**src/rtl/spk_pkg.sv**
```systemverilog
package spk_pkg;
  // Outcome of one cycle on the read side of the sample buffer.
  typedef enum logic [1:0] {
    RD_IDLE = 2'd0,  // no selected tick this cycle
    RD_DATA = 2'd1,  // tick found a stored sample
    RD_HOLD = 2'd2,  // tick on empty store, repeat previous sample
    RD_MID  = 2'd3   // tick on empty store, hold budget spent
  } rd_kind_e;
endpackage

```
**src/rtl/spk_host_decode.sv**
```systemverilog
module spk_host_decode #(
  parameter int ADDR_W  = 4,
  parameter int WR_ADDR = 10
) (
  input  logic              host_wr,
  input  logic [ADDR_W-1:0] host_addr,
  output logic              wr_hit
);
  localparam logic [ADDR_W-1:0] MATCH = ADDR_W'(WR_ADDR);

  assign wr_hit = host_wr && (host_addr == MATCH);
endmodule

```
**src/rtl/spk_rate_select.sv**
```systemverilog
module spk_rate_select #(
  parameter int N_SRC = 2
) (
  input  logic [N_SRC-1:0]         ticks,
  input  logic [$clog2(N_SRC)-1:0] sel,
  output logic                     pull
);
  assign pull = ticks[sel];
endmodule

```
**src/rtl/spk_sample_fifo.sv**
```systemverilog
module spk_sample_fifo #(
  parameter int DATA_W = 16,
  parameter int DEPTH  = 16
) (
  input  logic                         clk,
  input  logic                         rst,
  input  logic                         push,
  input  logic [DATA_W-1:0]            wdata,
  input  logic                         pop,
  output logic [DATA_W-1:0]            rdata,
  output logic                         empty,
  output logic                         full,
  output logic [$clog2(DEPTH+1)-1:0]   level
);
  localparam int PTR_W = (DEPTH > 1) ? $clog2(DEPTH) : 1;
  localparam int LVL_W = $clog2(DEPTH + 1);
  localparam logic [PTR_W-1:0] LAST = PTR_W'(DEPTH - 1);

  logic [DATA_W-1:0] mem [DEPTH];
  logic [PTR_W-1:0]  wr_ptr, rd_ptr;
  logic [LVL_W-1:0]  fill;

  function automatic logic [PTR_W-1:0] bump(input logic [PTR_W-1:0] p);
    return (p == LAST) ? '0 : p + 1'b1;
  endfunction

  // Storage: write port only, no reset, so it maps to RAM.
  always_ff @(posedge clk) begin
    if (push) mem[wr_ptr] <= wdata;
  end

  always_ff @(posedge clk) begin
    if (rst) begin
      wr_ptr <= '0;
      rd_ptr <= '0;
      fill   <= '0;
    end else begin
      if (push) wr_ptr <= bump(wr_ptr);
      if (pop)  rd_ptr <= bump(rd_ptr);
      unique case ({push, pop})
        2'b10:   fill <= fill + 1'b1;
        2'b01:   fill <= fill - 1'b1;
        default: fill <= fill;
      endcase
    end
  end

  assign rdata = mem[rd_ptr];
  assign empty = (fill == '0);
  assign full  = (fill == LVL_W'(DEPTH));
  assign level = fill;
endmodule

```
**src/rtl/spk_conceal.sv**
```systemverilog
module spk_conceal
  import spk_pkg::*;
#(
  parameter int              DATA_W     = 16,
  parameter int              HOLD_LIMIT = 16,
  parameter logic [DATA_W-1:0] MIDSCALE = '0
) (
  input  logic                              clk,
  input  logic                              rst,
  input  logic                              pull,
  input  logic                              empty,
  input  logic [DATA_W-1:0]                 rdata,
  output logic                              pop,
  output logic [$clog2(HOLD_LIMIT+1)-1:0]   ucnt,
  output logic [DATA_W-1:0]                 sample
);
  localparam int CNT_W = $clog2(HOLD_LIMIT + 1);
  localparam logic [CNT_W-1:0] LIMIT = CNT_W'(HOLD_LIMIT);

  rd_kind_e kind;

  always_comb begin
    if (!pull)            kind = RD_IDLE;
    else if (!empty)      kind = RD_DATA;
    else if (ucnt < LIMIT) kind = RD_HOLD;
    else                  kind = RD_MID;
  end

  assign pop = (kind == RD_DATA);

  // The output register doubles as the "last sample" store.
  always_ff @(posedge clk) begin
    if (rst) begin
      sample <= MIDSCALE;
      ucnt   <= '0;
    end else begin
      unique case (kind)
        RD_DATA: begin
          sample <= rdata;
          ucnt   <= '0;
        end
        RD_HOLD: ucnt   <= ucnt + 1'b1;
        RD_MID:  sample <= MIDSCALE;
        default: ;
      endcase
    end
  end
endmodule

```
**src/rtl/spk_fifo_conceal.sv**
```systemverilog
module spk_fifo_conceal #(
  parameter int DATA_W     = 16,
  parameter int DEPTH      = 16,
  parameter int HOLD_LIMIT = 16,
  parameter int ADDR_W     = 4,
  parameter int WR_ADDR    = 10
) (
  input  logic              clk,
  input  logic              rst,
  input  logic              host_wr,
  input  logic [ADDR_W-1:0] host_addr,
  input  logic [DATA_W-1:0] host_wdata,
  input  logic              rate_sel,
  input  logic              modem_tick,
  input  logic              handset_tick,
  output logic [DATA_W-1:0] dac_sample
);
  localparam int LVL_W = $clog2(DEPTH + 1);
  localparam int CNT_W = $clog2(HOLD_LIMIT + 1);

  logic              wr_hit, push, pop, pull, empty, full;
  logic [DATA_W-1:0] rdata;
  logic [LVL_W-1:0]  level;
  logic [CNT_W-1:0]  ucnt;

  spk_host_decode #(.ADDR_W(ADDR_W), .WR_ADDR(WR_ADDR)) u_dec (
    .host_wr   (host_wr),
    .host_addr (host_addr),
    .wr_hit    (wr_hit)
  );

  spk_rate_select #(.N_SRC(2)) u_rate (
    .ticks (  {handset_tick, modem_tick}),
    .sel   (rate_sel),
    .pull  (pull)
  );

  // Full is judged on the level at the start of the cycle.
  assign push = wr_hit && !full;

  spk_sample_fifo #(.DATA_W(DATA_W), .DEPTH(DEPTH)) u_fifo (
    .clk   (clk),
    .rst   (rst),
    .push  (push),
    .wdata (host_wdata),
    .pop   (pop),
    .rdata (rdata),
    .empty (empty),
    .full  (full),
    .level (level)
  );

  spk_conceal #(.DATA_W(DATA_W), .HOLD_LIMIT(HOLD_LIMIT)) u_conceal (
    .clk    (clk),
    .rst    (rst),
    .pull   (pull),
    .empty  (empty),
    .rdata  (rdata),
    .pop    (pop),
    .ucnt   (ucnt),
    .sample (dac_sample)
  );
endmodule

```
**config.mk**
```make
export PLATFORM = sky130hd
export DESIGN_NAME = spk_fifo_conceal
export DESIGN_NICKNAME = d
export VERILOG_FILES = /design/src/rtl/spk_pkg.sv /design/src/rtl/spk_host_decode.sv /design/src/rtl/spk_rate_select.sv /design/src/rtl/spk_sample_fifo.sv /design/src/rtl/spk_conceal.sv /design/src/rtl/spk_fifo_conceal.sv
export SDC_FILE = /design/constraint.sdc
export NUM_CORES = 1
export LEC_CHECK = 0
export BUFFER_PORTS_ARGS = -buffer_cell sky130_fd_sc_hd__buf_2
export CAP_MARGIN = 40
export CORE_MARGIN = 2
export CORE_UTILIZATION = 30
export CTS_BUF_LIST = sky130_fd_sc_hd__clkbuf_4 sky130_fd_sc_hd__clkbuf_8
export DETAILED_ROUTE_END_ITERATION = 16
export RECOVER_POWER = 50
export SETUP_SLACK_MARGIN = 0.15
export SYNTH_ARGS = -nofsm -noshare
export SYNTH_HDL_FRONTEND = slang
export SYNTH_SLANG_ARGS = --single-unit
export TNS_END_PERCENT = 30
```
**constraint.sdc**
```tcl
create_clock -name clk -period 4.15 [get_ports clk]
set_input_delay 0.2075 -clock clk [delete_from_list [all_inputs] [get_ports clk]]
set_output_delay 0.2075 -clock clk [all_outputs]
set_load 0.05 [all_outputs]
```
==> results.py <==
metrics = {
    "global_route": {
        "grt_pass1_vias": 5919,
        "grt-ovfl-total": 0,
        "grt_pass1_wl_microns": 36500,
        "grt_start_max_net_pins": 33,
        "grt_util_all_layers_pct": 12.6,
        "antenna_found_initial": 2,
    },
    "sta": {
        "period_needed_ps": 3450,
        "slew_headroom_pct": 41.0,
        "finalSetupViolCount": 0,
        "setup-tns-final_ps": 0,
        "rsz0062_at_grt": "no",
        "fin_skew_ps": 14.4,
        "fmax_ghz": 0.290,
        "maxSlewViolCount": 0,
        "tightest_slew_ps": 881,
        "fin_crit_sh_pct": 83.2,
        "hold_viol_final": 0,
    },
    "pwr": {
        "power_uw": 5800,
        "p_leak_uw": 0.00419,
        "power_density_mw_per_mm2": 433,
        "ir_drop_uv": 190,
    },
    "yosys": {
        "synth_cell_types": 41,
        "ys_ff_latch": 294,
        "seq_area_frac_synth_pct": 73.9,
        "synth-async-reset-ratio_pct": 0,
        "syn_area_sq_mm": 0.0114,
        "synth_nets": 619,
        "avgSynthCellArea_sq_um": 19.7,
        "yosys_warnings": 0,
        "postSynth.topFlopCell": "edfxtp_1",
        "synth_area_leaders": "edfxtp_1 (67%), mux4_2 (13%), dfxtp_1 (6.7%), mux2i_1 (3.2%), ha_1 (1.4%)",
        "synth_edf_count": 256,
        "synth_top_area_share_pct": 67.2,
        "synth_top_cell_by_area": "edfxtp_1",
        "synthCells": 580,
    },
    "detailed_routing": {
        "route.vias.total": 5624,
        "dr.pass1.iters": 4,
        "drt-total-wl_microns": 24300,
        "route.detailed.drc": 0,
        "antenna_left": 0,
        "avgRoutedWirePerCell_microns": 19.9,
        "drt_iter0_markers": 324,
        "via_per_inst": 4.62,
    },
    "placed_design": {
        "place_congestion": 0.734,
        "portBuffers": 41,
        "dpl.hpwl_microns": 14400,
        "placedInstanceArea_sq_mm": 0.0124,
        "placed_cells": 1129,
    },
    "floorplanning": {
        "io_pins": 42,
        "die-area_sq_mm": 0.0397,
        "dieWidth_microns": 199,
        "fp.dieH_microns": 199,
        "core_sq_mm": 0.0376,
        "rows": 71,
        "start_util_pct": 30.4,
    },
    "clock_network": {
        "htreeDepth": 2,
        "cts-resized-gates": 0,
        "postCtsSetupRepairBufs": 0,
        "clock_path_buffers": 3,
        "cts_tree": "done",
        "cts_sinks": 294,
        "cts_buffers": 45,
        "clk_latency_ps": 550,
        "root_buffer": "clkbuf_8",
        "clk_pin_slew_ps": 60,
    },
    "setup_path": {
        "crit_path_end_kind": "flip-flop",
        "worst_path_largest_cell_delay_ps": 540,
        "worstReg2RegEnd": "u_fifo.level[4]",
        "cp_max_fo": 9,
        "path_class": "flip-flop to flip-flop",
        "cp_cell_sequence": "or4_1, nor3_1, inv_1, ha_1, ha_1, xor2_1, ha_1, o21a_1, o21ai_0, nand2b_1, a211oi_1, mux2_2",
        "cp-start-kind": "flip-flop",
        "r2r-start": "u_fifo.level[1]",
        "critical_path_required_ps": 4600,
        "critPathSlowestCell": "or4_1",
        "r2r_cells": 12,
        "crit_family": "simple AND/OR/NAND/NOR gates",
        "cp_common_cell": "ha_1",
        "reg2reg_slack_ps": 700,
        "cp_num_buf_inv": 1,
        "worstPathArrival_ps": 3900,
    },
    "layout": {
        "layout_commonest_cell": "edfxtp_1",
        "nNetsFinal": 709,
        "fin_area_sq_mm": 0.0134,
        "layout_common_cells": "edfxtp_1 (256), mux4_2 (64), clkbuf_8 (54)",
        "drive_gt1_share_pct": 26.1,
        "area_growth_pct": 17.1,
        "fill_cells": 3482,
        "fin_cells": 1218,
        "post-route-util_pct": 35.6,
    },
    "min_path": {
        "hp-class": "primary input to flip-flop",
        "hp-start": "rst",
        "min_to": "u_conceal.sample[5]",
        "hold-path-cell-count": 2,
    },
    "outcome": {
        "status": "finished clean",
    },
    "flow_run": {
        "cap_violations": 0,
    },
}
power by group:
group,total (uW),internal [uW],switching [uW]
logic,106,29.8,76.6
clock network,2460,1360,1100
registers,3220,3220,6.98
total,5800,4610,1190
worst reg2reg max path, cell delays in order, from the launching register on:
cell and delay, ps:
dfxtp_1 380, or4_1 540, nor3_1 320, inv_1 80, ha_1 300, ha_1 330, xor2_1 180, ha_1 230
o21a_1 170, o21ai_0 140, nand2b_1 70, a211oi_1 240, mux2_2 360
logic make-up after synthesis:
| kind of cell | share of synthesized area (%) |
|---|---|
| buf+inv | 1.48 |
| fa+ha+maj | 1.42 |
| xor+xnor | 0.843 |
| compound gates | 3.24 |
| flops | 73.9 |
| mux | 16.1 |
| simple gates | 3.08 |
what timing repair did:
item | in CTS | in global routing
hold buffers | 5 | 0
endpoints found under the setup margin | 0 | 0
endpoints found under the hold margin | 34 | 0
area by class of cell:
cell class	instances	area (sq um)	area share (%)
flip-flops and latches	294	8450	63.2
multi-input cells	249	2820	21.0
clock buffers	66	833	6.23
well taps	511	639	4.78
repair buffers	73	500	3.74
clock inverters	17	113	0.841
inverters	7	26.3	0.196
diodes	1	2.50	0.0187
how the worst max path moves through the flow:
| stage | start | end | slack [ps] | cells past startpoint |
|---|---|---|---|---|
| after floorplan | u_fifo.level[1] | u_fifo.level[4] | 830 | 14 |
| after global placement | u_fifo.level[1] | u_fifo.level[4] | 700 | 12 |
| after detailed placement | u_fifo.level[1] | u_fifo.level[4] | 670 | 12 |
| after CTS | u_fifo.level[1] | u_fifo.level[4] | 660 | 12 |
| after global routing | u_fifo.level[1] | u_fifo.level[4] | 400 | 12 |
| final | u_fifo.level[1] | u_fifo.level[4] | 700 | 12 |
synth_stat cells (3+ instances only):
library cell,instances
a21oi_1,9
a2bb2oi_1,14
and2_1,11
and3_1,5
buf_2,12
clkbuf_1,15
dfxtp_1,38
edfxtp_1,256
ha_1,13
inv_1,6
mux2_2,3
mux2i_1,36
mux4_2,64
nand2_1,13
nand3_1,3
nor2_1,20
nor2b_1,3
nor3_1,3
o21ai_0,19
xor2_1,9
sequential cells by signal, summed over array words and instances (netlist names), named ones only:
name	count
u_fifo.rd_ptr	4
u_conceal.ucnt	5
u_fifo.wr_ptr	4
u_conceal.sample	16
u_fifo.level	5
u_fifo.mem	256
routing by layer:
metal / up-vias / GRT usage, % / routed length [microns] / share of wire [%]
met5: - / 0 / 26 / 0.11
met1: 2917 / 15.9 / 10300 / 43
li1: 2534 / - / - / -
met4: 4 / 4.01 / 441 / 1.8
met3: 37 / 2.65 / 1200 / 4.9
met2: 132 / 21.7 / 12300 / 51
metrics by stage:
stage	setup slack, ps	hold slack [ps]
global route	397	65.8
detailed placement	673	459
finish	698	48.3
global placement	696	452
floorplan	831	306
CTS	661	1.28
No activity file was read; power rests on OpenSTA's default activity.
